`src/rtl/wrap_pkg.sv`:
```
package wrap_pkg;

  typedef enum logic [1:0] {
    MODE_FUNC   = 2'b00,
    MODE_INTEST = 2'b01,
    MODE_EXTEST = 2'b10,
    MODE_SPARE  = 2'b11
  } wrap_mode_e;

  // Next value of a shift stage: capture wins over shift, otherwise hold.
  function automatic logic cell_next(input logic cap, input logic shf,
                                     input logic src, input logic ser,
                                     input logic cur);
    if (cap)      return src;
    else if (shf) return ser;
    else          return cur;
  endfunction

  // A clean update needs update high with capture and shift both low.
  function automatic logic upd_fire(input logic cap, input logic shf,
                                    input logic upd);
    return upd & ~cap & ~shf;
  endfunction

endpackage

```
`src/rtl/wrap_cell.sv`:
```
module wrap_cell (
  input  logic clk,
  input  logic rst_n,
  input  logic cap_en,
  input  logic shift_en,
  input  logic upd_en,
  input  logic test_sel,
  input  logic src,
  input  logic ser_in,
  output logic sh_q,
  output logic drv
);

  logic up_q;
  logic upd_go;
  logic sh_nxt;

  assign upd_go = wrap_pkg::upd_fire(cap_en, shift_en, upd_en);
  assign sh_nxt = wrap_pkg::cell_next(cap_en, shift_en, src, ser_in, sh_q);

  always_ff @(posedge clk or negedge rst_n) begin
    if (!rst_n) begin
      sh_q <= 1'b0;
      up_q <= 1'b0;
    end else begin
      sh_q <= sh_nxt;
      if (upd_go) up_q <= sh_q;
    end
  end

  assign drv = test_sel ? up_q : src;

  AST_CAPTURE_WINS: assert property (@(posedge clk) disable iff (!rst_n)
    cap_en |=> (sh_q == $past(src)));

  AST_SHIFT_MOVES: assert property (@(posedge clk) disable iff (!rst_n)
    (shift_en && !cap_en) |=> (sh_q == $past(ser_in)));

  AST_UPD_HOLDS: assert property (@(posedge clk) disable iff (!rst_n)
    (cap_en || shift_en || !upd_en) |=> $stable(up_q));

endmodule

```
`src/rtl/wrap_segment.sv`:
```
module wrap_segment #(
  parameter int         W     = 4,
  parameter logic [W-1:0] REUSE = '0
) (
  input  logic         clk,
  input  logic         rst_n,
  input  logic         cap_en,
  input  logic         shift_en,
  input  logic         upd_en,
  input  logic         test_sel,
  input  logic [W-1:0] src,
  input  logic         ser_in,
  output logic [W-1:0] drv,
  output logic         ser_out
);

  logic [W:0] link;
  assign link[0] = ser_in;

  for (genvar k = 0; k < W; k++) begin : g_bit
    if (REUSE[k]) begin : g_reused
      assign drv[k]    = src[k];
      assign link[k+1] = link[k];
    end else begin : g_cell
      logic sh_bit;
      wrap_cell u_cell (
        .clk      (clk),
        .rst_n    (rst_n),
        .cap_en   (cap_en),
        .shift_en (shift_en),
        .upd_en   (upd_en),
        .test_sel (test_sel),
        .src      (src[k]),
        .ser_in   (link[k]),
        .sh_q     (sh_bit),
        .drv      (drv[k])
      );
      assign link[k+1] = sh_bit;
    end
  end

  assign ser_out = link[W];

endmodule

```
`src/rtl/core_wrap_chain.sv`:
```
module core_wrap_chain #(
  parameter int             N_IN      = 4,
  parameter int             N_OUT     = 4,
  parameter logic [N_IN-1:0]  IN_REUSE  = '0,
  parameter logic [N_OUT-1:0] OUT_REUSE = '0
) (
  input  logic             clk,
  input  logic             rst_n,
  input  logic [1:0]       mode,
  input  logic             wsi,
  output logic             wso,
  input  logic             shift_en,
  input  logic             capture_en,
  input  logic             update_en,
  input  logic [N_IN-1:0]  pi_in,
  output logic [N_IN-1:0]  core_in,
  input  logic [N_OUT-1:0] core_out,
  output logic [N_OUT-1:0] po_out
);

  import wrap_pkg::*;

  logic intest_sel;
  logic extest_sel;
  logic mid_link;
  logic transparent;

  assign intest_sel  = (mode == MODE_INTEST);
  assign extest_sel  = (mode == MODE_EXTEST);
  assign transparent = (mode == MODE_FUNC) || (mode == MODE_SPARE);

  wrap_segment #(.W(N_IN), .REUSE(IN_REUSE)) u_in_seg (
    .clk      (clk),
    .rst_n    (rst_n),
    .cap_en   (capture_en),
    .shift_en (shift_en),
    .upd_en   (update_en),
    .test_sel (intest_sel),
    .src      (pi_in),
    .ser_in   (wsi),
    .drv      (core_in),
    .ser_out  (mid_link)
  );

  wrap_segment #(.W(N_OUT), .REUSE(OUT_REUSE)) u_out_seg (
    .clk      (clk),
    .rst_n    (rst_n),
    .cap_en   (capture_en),
    .shift_en (shift_en),
    .upd_en   (update_en),
    .test_sel (extest_sel),
    .src      (core_out),
    .ser_in   (mid_link),
    .drv      (po_out),
    .ser_out  (wso)
  );

  AST_FUNC_PASS: assert property (@(posedge clk) disable iff (!rst_n)
    transparent |-> (core_in == pi_in && po_out == core_out));

  AST_INTEST_STEADY: assert property (@(posedge clk) disable iff (!rst_n)
    (intest_sel && !update_en) |=> (!intest_sel || $stable(core_in & ~IN_REUSE)));

  AST_EXTEST_STEADY: assert property (@(posedge clk) disable iff (!rst_n)
    (extest_sel && !update_en) |=> (!extest_sel || $stable(po_out & ~OUT_REUSE)));

  AST_EXTEST_IN_PASS: assert property (@(posedge clk) disable iff (!rst_n)
    extest_sel |-> (core_in == pi_in));

endmodule

```
`config.mk`:
```
export PLATFORM = sky130hd
export DESIGN_NAME = core_wrap_chain
export DESIGN_NICKNAME = d
export VERILOG_FILES = /design/src/rtl/wrap_pkg.sv /design/src/rtl/wrap_cell.sv /design/src/rtl/wrap_segment.sv /design/src/rtl/core_wrap_chain.sv
export SDC_FILE = /design/constraint.sdc
export NUM_CORES = 1
export LEC_CHECK = 0
export BUFFER_PORTS_ARGS = -buffer_cell sky130_fd_sc_hd__buf_2
export CAP_MARGIN = 15
export CORE_MARGIN = 2
export CORE_UTILIZATION = 49
export CTS_CLUSTER_DIAMETER = 30
export CTS_CLUSTER_SIZE = 20
export DETAILED_ROUTE_END_ITERATION = 10
export GPL_TIMING_DRIVEN = 0
export PLACE_DENSITY = 0.76
export SYNTH_ARGS = -nofsm -noshare
export SYNTH_HDL_FRONTEND = slang
export SYNTH_SLANG_ARGS = --single-unit
```
`constraint.sdc`:
```
create_clock -name clk -period 1.3 [get_ports clk]
set_clock_uncertainty 0.15 [all_clocks]
set_input_delay 0.065 -clock clk [delete_from_list [all_inputs] [get_ports clk]]
set_output_delay 0.065 -clock clk [all_outputs]
set_load 0.05 [all_outputs]
```
* Word level (Yosys, flattened, before mapping) *
Index checks and enable logic that the tools add are counted.

word-level totals
  bits in registers = 16
  output and inout bits = 9
  word-level logic and storage cells = 47
  bits of input ports = 16

cells by class
  reductions and logical operators = 1
  bitwise operators = 4
  equal/unequal tests = 2
  multiplexer cells = 24

operators with widths
  kind                count
  $mux 1              24
  $and 1x1->1         2
  $eq 2x1->1 const B  1
  $eq 2x2->1 const B  1
  $not 1->1           2
  $reduce_bool 2->1   1

* Depth between registers and ports, before layout *
Gate-level depths: netlist of the first run.

  depth in word-level cells = 3
  depth in mapped cells = 4

* Modules after synthesis *
A second synthesis of the first run with hierarchy kept.

unflattened totals
  cell total of the unflattened synthesis = 66
  area total of the unflattened synthesis = 845.8 sq um

modules (own cells, without submodules)
  module           area each (sq um)  cells an instance  instances
  wrap_cell        103.8              8                  8
  core_wrap_chain  15.0               2                  1

* Worst setup path before layout of the first run *
Ideal clock, no wire load.

  path kind = input to register
  start point = input port shift_en
  end point = register u_in_seg.g_bit[0].g_cell.u_cell.up_q
  setup time = 0.125 ns
  data arrival time = 0.887 ns
  cell stages on the path = 3
  setup slack = 0.138 ns
  required time = 1.025 ns
  cells stage by stage = buf_6 -> nor3b_4 -> mux2_2

between the ends
  cells in the longest elaborated chain, start to end = 2

RTL lines
  item                    line                   text
  start: declaration      core_wrap_chain.sv:12  input logic shift_en,
  $not 1->1               wrap_pkg.sv:22         return upd & ~cap & ~shf;
  $and 1x1->1             wrap_pkg.sv:22
  end signal: assignment  wrap_cell.sv:27        if (upd_go) up_q <= sh_q;
  end: declaration        wrap_cell.sv:14        logic up_q;

No other way between the ends.
A chain may end at the register's enable or synchronous reset.

* Final worst setup path of the first run *
  start point = register u_out_seg.g_bit[1].g_cell.u_cell.up_q
  end point = output port po_out[1]

between the ends
  cells in the longest elaborated chain, start to end = 1

RTL lines
  item                      line                   text
  start: declaration        wrap_cell.sv:14
  start signal: assignment  wrap_cell.sv:27
  $mux 1                    wrap_cell.sv:31        assign drv = test_sel ? up_q : src;
  end: declaration          core_wrap_chain.sv:18  output logic [N_OUT-1:0] po_out

No other way between the ends.

==> run summary, run 1 <==
CP Launch Type: flip-flop
I/O pins: 25
# setup viols final: 8
Synthesized-area fraction occupied by adder cells: 0%
Synth Area in Simple Gates: 7.23%
Final WL: 1570 um
Hold Vio Cnt, Final: 0
Vias/cell: 5.26
Post-synthesis compound-gate area fraction: 4.72%
Worst Hold Launch: shift_en
CTS Root Cell: clkbuf_4
CP required: 1.09 ns
Seq/Total Area, Yosys: 47.2%
Worst Setup Slack post-DPL: -0.146 ns
Final WS setup: -0.0203 ns
Worst skew pair latency: 0.29 ns
Die area: 2080 um2
Min Tclk post-route: 1.32 ns
Failing checks: setup timing
Finished Layout Cells: 117
Initial Util: 50.8%
Worst reg2reg setup slack: 0.28 ns
Status: finished with violations
First-pass iteration count of the detailed router: 4
Worst R2R Start: u_in_seg.g_bit[3].g_cell.u_cell.up_q
Routability Congestion: 0.722
Layout cell share with drive strength beyond 1: 47.0%
Leakage: 0.570 nW
CP Launch Point: u_out_seg.g_bit[1].g_cell.u_cell.up_q
Synth cell types: 11
Mapped Cells: 70
Util after Layout: 70.6%
Hold crit path type: primary input to flip-flop
Syn_nets: 86
CP Class: flip-flop to primary output
Remaining Overflow, GRT: 0
# rows: 15
Post-DRT Antenna Nets: 0
Mux cell area share after synthesis: 30.7%
Initial drt markers: 5
Max-slew violations: 0
Area delta synth->final: 38.9%
CP arrival: 1.11 ns
Via count: 615
Peak VDD IR: 756 uV
Net count, final: 117
Power density over cell area: 1210 nW/um2
Slew HR: 67.2%
Worst slew pin tran: 0.491 ns
Die extent in y: 45.6 um
Drt drc: 0
Die width: 45.6 um
F_max: 757 MHz
Core Area: 1670 um2
RSZ-0062 raised after global routing: true
CTS Buf Count: 3
Max clock buf depth: 2
# diodes: 0
Largest fanout on the critical path: 2
Largest family of logic cells by synthesized area: multiplexers
Port bufs: 22
Placed Instances: 109
Max-cap viol count: 0
Global-route wire length before repair: 2690 um
Synth Area per Inst: 12.1 um2
Worst setup EP type: primary output
Worst-path clk slew: 0.10 ns
Ys Warns: 0
Clock Sinks: 16
Number of global-route vias before repair: 593
Final period util: 102%
Synth Area in XOR/XNOR: 0%
CTS tree: yes
GRT Resource Usage Total: 18.2%
Initial antenna violation count: 0
Synthesized area: 848 um2
Avg WL per Cell: 13.4 um
Largest net degree at the start of global routing: 17
Yosys reg bits: 16
H-tree Lvls: 1
-- sequential cells by signal, indices dropped and copies added, names as in the netlist --
name                                cells
u_in_seg.g_bit.g_cell.u_cell.sh_q       4
u_in_seg.g_bit.g_cell.u_cell.up_q       4
u_out_seg.g_bit.g_cell.u_cell.sh_q      4
u_out_seg.g_bit.g_cell.u_cell.up_q      4
-- cell usage after synthesis (all sizes together) --
cell,n,area [um2]
dfrtp,16,400
mux2,16,180
buf,10,82.6
mux2i,8,80.1
nand2,8,30.0
o21ai,8,40.0
clkbuf,1,3.75
nand2b,1,6.26
nor2b,1,6.26
nor3b,1,18.8
-- power by group --
| part | switching [W] | internal [W] |
|---|---|---|
| Combinational | 0.000227 | 0.000242 |
| Clock | 0.000161 | 0.000171 |
| Sequential | 0.0000469 | 0.000580 |
-- logic make-up (layout without fill, tap and decap cells) --
group / after synthesis / after routing
multiplexers: 24 / 24
AND/OR/NAND/NOR: 11 / 11
AO/OA/AOI/OAI: 8 / 8
buffers and inverters: 11 / 41
flip-flops: 16 / 16
-- placed cells by master, fill, tap and decap left out --
cell type,synthesis,final
clkbuf_8,0,1
clkbuf_4,0,3
buf_8,0,8
dlygate4sd3_1,0,11
buf_6,2,2
mux2_2,16,10
mux2_4,0,6
nand2_1,8,8
nor2b_2,0,1
nand2b_1,1,1
nor3b_4,1,1
dfrtp_1,16,16
buf_2,0,14
clkbuf_1,1,1
mux2i_1,8,8
buf_4,8,1
o21ai_0,8,8
-- per-stage QoR --
stage                     instance area (um2)  power, W  hold WS [ns]  TNS (ns)
after floorplan                           848  0.000928        -0.381         0
after global placement                    980   0.00101        -0.152    -0.640
after detailed placement                  980   0.00102        -0.158    -0.565
after CTS                                1170   0.00142       0.00965    -0.132
after global routing                     1180   0.00149        0.0218    -0.366
final                                    1180   0.00143       0.00712   -0.0966
-- path summary, 6_finish.rpt --
kind | end | cells after the start
setup reg to reg | u_in_seg.g_bit[3].g_cell.u_cell.up_q | 2
setup / recovery | po_out[1] | 2
hold / removal | u_out_seg.g_bit[2].g_cell.u_cell.sh_q | 3
min in group asynchronous | u_out_seg.g_bit[0].g_cell.u_cell.up_q | 2
max in group asynchronous | u_in_seg.g_bit[2].g_cell.u_cell.up_q | 2
hold reg to reg | u_in_seg.g_bit[2].g_cell.u_cell.up_q | 1
-- final cells by class --
cell class	instances	area (um2)
Multi-Input combinational cell	43	387
Tap cell	17	21.3
Fill cell	125	492
Sequential cell	16	400
Clock buffer	4	36.3
Timing Repair Buffer	34	308
Buffer	3	26.3
-- what timing repair did --
item                                    CTS  global route
hold endpoints to repair                 24             0
resized for setup                        31             0
hold buffers                             11             0
endpoints found under the setup margin    8             8
setup buffers                             0             1
-- metal layers --
metal | wire length [um] | global-route usage, %
met4 | 19 | 7.65
met2 | 730 | 24.5
met3 | 68 | 3.97
met5 | 0 | 0
met1 | 747 | 27.9
-- critical path: stages, from the launching register on --
cell and delay [ns]:
dfrtp_1 0.39, mux2_4 0.27, buf_8 0.15
(Power assumes the default switching activity.)
==> run 2: changes to the inputs <==
ABC_AREA = 1   (was default)
CORE_UTILIZATION = 50   (was 49)
PLACE_DENSITY = 0.77   (was 0.76)
==> run summary, run 2 <==
FILL cells: 127
Finished Layout Cells: 194
Max incr delay on CP: 0.39 ns
Initial Util: 53.7%
Worst slew pin tran: 0.336 ns
Yosys reg bits: 16
# rows: 15
CP required: 1.09 ns
CTS tree: yes
Avg WL per Cell: 11.0 um
Post-DRT Antenna Nets: 0
Synth area leader: dfrtp_1
Area post-placement: 1070 um2
Largest net degree at the start of global routing: 17
CP arrival: 1.00 ns
Initial antenna violation count: 0
Hold crit path type: primary input to async pin
Remaining Overflow, GRT: 0
CP max stage cell: dfrtp_1
Power density over cell area: 1090 nW/um2
Synth Area in Simple Gates: 45.7%
Max-cap viol count: 0
Worst-path clk slew: 0.09 ns
First-pass iteration count of the detailed router: 4
Initial drt markers: 26
Post-synth ARST share: 100%
Post-synth top flop: dfrtp_1
Largest fanout on the critical path: 2
Synthesized-area fraction occupied by adder cells: 0%
Crit path cell chain: nand3_1 > nand2_2 > buf_8
CTS Buf Count: 3
Sw power: 0.000469 W
Dpl hpwl: 1470 um
Highest-count cells in the layout ignoring fill and taps: 81 x nand2_1, 16 x dfrtp_1, 15 x buf_2
Worst setup EP type: primary output
R2r worst-path depth: 3
Clock Sinks: 16
EDFF count, synth: 0
Most frequent cell after synthesis: nand2_1
Die area: 2210 um2
Mapped Cells: 131
Slew HR: 77.6%
I/O pins: 25
Die extent in y: 47.1 um
Int Power: 0.000958 W
Drt drc: 0
Seq/Total Area, Yosys: 43.2%
Ys Warns: 0
Commonest non-fill, non-tap cell in the layout: nand2_1
Syn_nets: 147
Min Tclk post-route: 1.22 ns
Main area contributors after synthesis: dfrtp_1 43%, nand2_1 33%, nand3_1 7.6%, buf_4 6.5%, buf_6 2.4%
H-tree Lvls: 1
Hold Vio Cnt, Final: 0
Die width: 47.1 um
Final WL: 2130 um
Sw Share: 32.9%
Post-route cell area: 1310 um2
Routability Congestion: 0.839
Worst skew pair latency: 0.29 ns
Placed Instances: 178
Area delta synth->final: 41.3%
F_max: 821 MHz
Largest family of logic cells by synthesized area: simple AND/OR/NAND/NOR gates
CTS Root Cell: clkbuf_4
# diodes: 0
# setup viols final: 0
Max-slew violations: 0
Status: finished clean
Synth top cells by count: 82 x nand2_1, 16 x dfrtp_1, 14 x nand3_1
Clock power share: 22.9%
Leakage: 0.752 nW
Port bufs: 22
Layout cell share with drive strength beyond 1: 24.9%
Synth Area in XOR/XNOR: 0%
Number of global-route vias before repair: 808
Max clock buf depth: 2
RSZ-0062 raised after global routing: false
Post-synthesis compound-gate area fraction: 0%
Via count: 926
Mux cell area share after synthesis: 0%
Core Area: 1730 um2
Synthesized area: 927 um2
Register share of total power: 43.4%
Global-route wire length before repair: 3390 um
Power share of the combinational group: 33.7%
Peak VDD IR: 884 uV
Vias/cell: 4.77
Final period util: 93.7%
GRT Resource Usage Total: 22.3%
CP Class: flip-flop to primary output
Synth Area per Inst: 7.08 um2
Net count, final: 186
CP Launch Type: flip-flop
Synth top area share: 43.2%
Synth cell types: 11
## run 2: changes by cell type after synthesis, moves of 2 or more
| cell | delta |
|---|---|
| mux2i_1 | -8 |
| o21ai_0 | -8 |
| nand2_1 | +74 |
| mux2_2 | -16 |
| nand3_1 | +14 |
| inv_1 | +3 |
| nand3_2 | +2 |
## run 2: kinds of logic after synthesis
family / after synthesis
DFF: 16
and+or+nand+nor: 100
buffers and inverters: 15
## run 2: area by class of cell
| class | instances | area (um2) | share of cell area [%] |
|---|---|---|---|
| Timing Repair Buffer | 42 | 373 | 28.5 |
| Buffer | 3 | 27.5 | 2.10 |
| Multi-Input combinational cell | 100 | 427 | 32.6 |
| Clock buffer | 4 | 36.3 | 2.77 |
| Inverter | 4 | 15.0 | 1.15 |
| Tap cell | 25 | 31.3 | 2.39 |
| Sequential cell | 16 | 400 | 30.6 |
## run 2: repair_timing
item | in CTS | in global routing
endpoints found under the hold margin | 32 | 0
setup endpoints to repair | 8 | 8
pin swaps | 0 | 8
hold buffers | 13 | 0
resized for setup | 16 | 9
setup buffers | 3 | 4
## run 2: power groups by stage
stage | Combinational, W | Sequential, W | Clock (W)
after CTS | 0.000455 | 0.000619 | 0.000325
final | 0.000481 | 0.000619 | 0.000327
after detailed placement | 0.000364 | 0.000630 | 0
after global routing | 0.000525 | 0.000626 | 0.000351
after global placement | 0.000354 | 0.000625 | 0
after floorplan | 0.000262 | 0.000631 | 0
## run 2: layer usage
metal / global-route usage (%) / vias up / wire length, um
met5: 0 / - / 0
met4: 8.33 / 0 / 36
met3: 2.31 / 5 / 101
met2: 37.8 / 27 / 1050
met1: 29.6 / 419 / 943
li1: - / 475 / -
## run 2: worst max-delay path, delay by kind of cell, from the launching register on
family | cells | cell delay [ns]
flops | 1 | 0.39
simple gates | 2 | 0.17
buf+inv | 1 | 0.15
## run 2: path summary, 6_finish.rpt
check | startpoint | slack, ns | to
worst max-delay path | u_in_seg.g_bit[2].g_cell.u_cell.up_q | 0.08 | core_in[2]
worst min-delay path | rst_n | 0.05 | u_in_seg.g_bit[0].g_cell.u_cell.sh_q
worst max register to register | u_in_seg.g_bit[1].g_cell.u_cell.up_q | 0.40 | u_in_seg.g_bit[1].g_cell.u_cell.up_q
worst min register to register | u_out_seg.g_bit[3].g_cell.u_cell.up_q | 0.33 | u_out_seg.g_bit[3].g_cell.u_cell.up_q
max in group asynchronous | rst_n | 0.70 | u_out_seg.g_bit[2].g_cell.u_cell.up_q
min in group clk | u_out_seg.g_bit[3].g_cell.u_cell.up_q | 0.33 | u_out_seg.g_bit[3].g_cell.u_cell.up_q
## run 2: per-stage QoR
stage | total power, W | setup slack, ns | util, % | hold slack (ns) | TNS [ns]
CTS | 0.00140 | -0.00433 | 75.7 | 0.0664 | -0.00433
global placement | 0.000979 | 0.219 | 61.9 | -0.166 | 0
global route | 0.00150 | 0.0265 | 75.9 | 0.0941 | 0
floorplan | 0.000892 | 0.272 | - | -0.381 | 0
finish | 0.00143 | 0.0815 | 75.9 | 0.0453 | 0
detailed placement | 0.000994 | 0.202 | 61.9 | -0.160 | 0
==> run 3: changes to the inputs <==
GPL_TIMING_DRIVEN = default   (was 0)
==> run summary, run 3 (same netlist as run 2, synthesis figures left out) <==
Status: finished clean
Hold crit path type: primary input to async pin
Initial Util: 53.7%
Worst slew pin tran: 0.343 ns
Vias/cell: 4.66
Reg area: 400 um2
Largest fanout on the critical path: 2
Min Tclk post-route: 1.27 ns
CP required: 1.09 ns
CTS Buf Count: 3
CP Launch Type: primary input
CTS Root Cell: clkbuf_4
CP Class: primary input to primary output
Worst Setup Slack post-DPL: 0.267 ns
Final period util: 97.8%
Net count, final: 178
Via count: 867
Worst setup EP type: primary output
Worst reg2reg setup slack: 0.40 ns
Area delta synth->final: 26.7%
Die width: 47.1 um
Dpl hpwl: 1480 um
Power density over cell area: 1130 nW/um2
GRT Resource Usage Total: 20.5%
CP arrival: 1.06 ns
Final WL: 2080 um
Final WS setup: 0.0284 ns
Die area: 2210 um2
Clock Sinks: 16
Post-CTS setup buffer count: 0
Sw power: 0.000452 W
H-tree Lvls: 1
Initial antenna violation count: 0
Max clock buf depth: 2
Worst-path clk slew: 0.10 ns
Worst r2r dst: u_in_seg.g_bit[2].g_cell.u_cell.sh_q
Die extent in y: 47.1 um
Remaining Overflow, GRT: 0
Sw Share: 34.1%
Leakage: 0.688 nW
Layout cell share with drive strength beyond 1: 21.1%
Max-slew violations: 0
Drt drc: 0
Setup TNS Final: 0 ns
Register share of total power: 46.9%
Avg WL per Cell: 11.2 um
Slew HR: 77.1%
Peak VDD IR: 759 uV
RSZ-0062 raised after global routing: false
Int Power: 0.000873 W
# diodes: 0
F_max: 786 MHz
# setup viols final: 0
Commonest non-fill, non-tap cell in the layout: nand2_1
Core Area: 1730 um2
Global-route wire length before repair: 3110 um
CP Launch Point: core_out[1]
Hold Vio Cnt, Final: 0
Worst R2R Start: u_in_seg.g_bit[1].g_cell.u_cell.sh_q
Power share of the combinational group: 28.1%
R2r worst-path depth: 4
Port bufs: 24
FILL cells: 145
# rows: 15
Post-DRT Antenna Nets: 0
Largest net degree at the start of global routing: 17
CTS tree: yes
First-pass iteration count of the detailed router: 4
I/O pins: 25
Number of global-route vias before repair: 776
Max-cap viol count: 0
Clock power share: 25.1%
Highest-count cells in the layout ignoring fill and taps: 82 x nand2_1, 16 x buf_2, 16 x dfrtp_1
Footprint of the multi-input gates: 424 um2
Routability Congestion: 0.816
Worst skew pair latency: 0.30 ns
Initial drt markers: 24
==> run 3: cell count changes in the layout (fill, tap and decap cells not counted) <==
cell / delta
nand2_2: -1
dlygate4sd3_1: -1
buf_8: -8
clkbuf_4: +4
buf_4: -2
buf_2: +1
buf_6: -2
nand2_1: +1
==> run 3: worst max-delay path, stage by stage <==
cell and delay (ns):
dlygate4sd3_1 0.53, buf_2 0.13, nand2_1 0.07, nand2_1 0.07, buf_4 0.19
==> run 3: through the flow <==
stage / power (W) / instance area, um2 / hold WS [ns] / std cells / utilization [%]
after CTS: 0.00131 / 1150 / 0.0574 / 186 / 66.9
after global placement: 0.000947 / 998 / -0.163 / 170 / 57.8
after floorplan: 0.000892 / 927 / -0.381 / 131 / -
final: 0.00132 / 1170 / 0.0450 / 186 / 68.0
after detailed placement: 0.000960 / 998 / -0.158 / 170 / 57.8
after global routing: 0.00140 / 1170 / 0.0778 / 186 / 68.0
==> run 3: metal layers <==
metal,GRT usage (%),routed length (um),vias up
met4,10.0,40,0
met2,35.9,973,33
met5,0,0,-
met1,24.6,923,374
li1,-,-,455
met3,2.69,140,5
==> run 3: what timing repair did <==
action | 4_1_cts | 5_1_grt
hold buffers | 12 | 0
endpoints found under the setup margin | 0 | 8
gates resized for setup | 0 | 12
hold endpoints to repair | 31 | 0
==> run 3: layout make-up <==
cell class	count	share of cell area [%]
multi-input combinational	100	36.1
sequential	16	34.1
timing repair buffer	37	22.8
inverter	4	1.28
tap	25	2.66
clock buffer	4	3.09
==> run 3: power groups by stage <==
stage / Combinational, W / Sequential, W / Clock, W
floorplan: 0.000262 / 0.000631 / 0
global placement: 0.000321 / 0.000625 / 0
detailed placement: 0.000330 / 0.000630 / 0
CTS: 0.000358 / 0.000620 / 0.000333
global route: 0.000411 / 0.000632 / 0.000359
finish: 0.000372 / 0.000621 / 0.000332
==> run 3: how the worst max path moves through the flow <==
stage | endpoint | cells past startpoint
after floorplan | u_out_seg.g_bit[3].g_cell.u_cell.up_q | 2
after global placement | u_in_seg.g_bit[1].g_cell.u_cell.up_q | 5
after detailed placement | u_out_seg.g_bit[3].g_cell.u_cell.up_q | 5
after CTS | po_out[3] | 3
after global routing | po_out[1] | 3
final | po_out[1] | 5
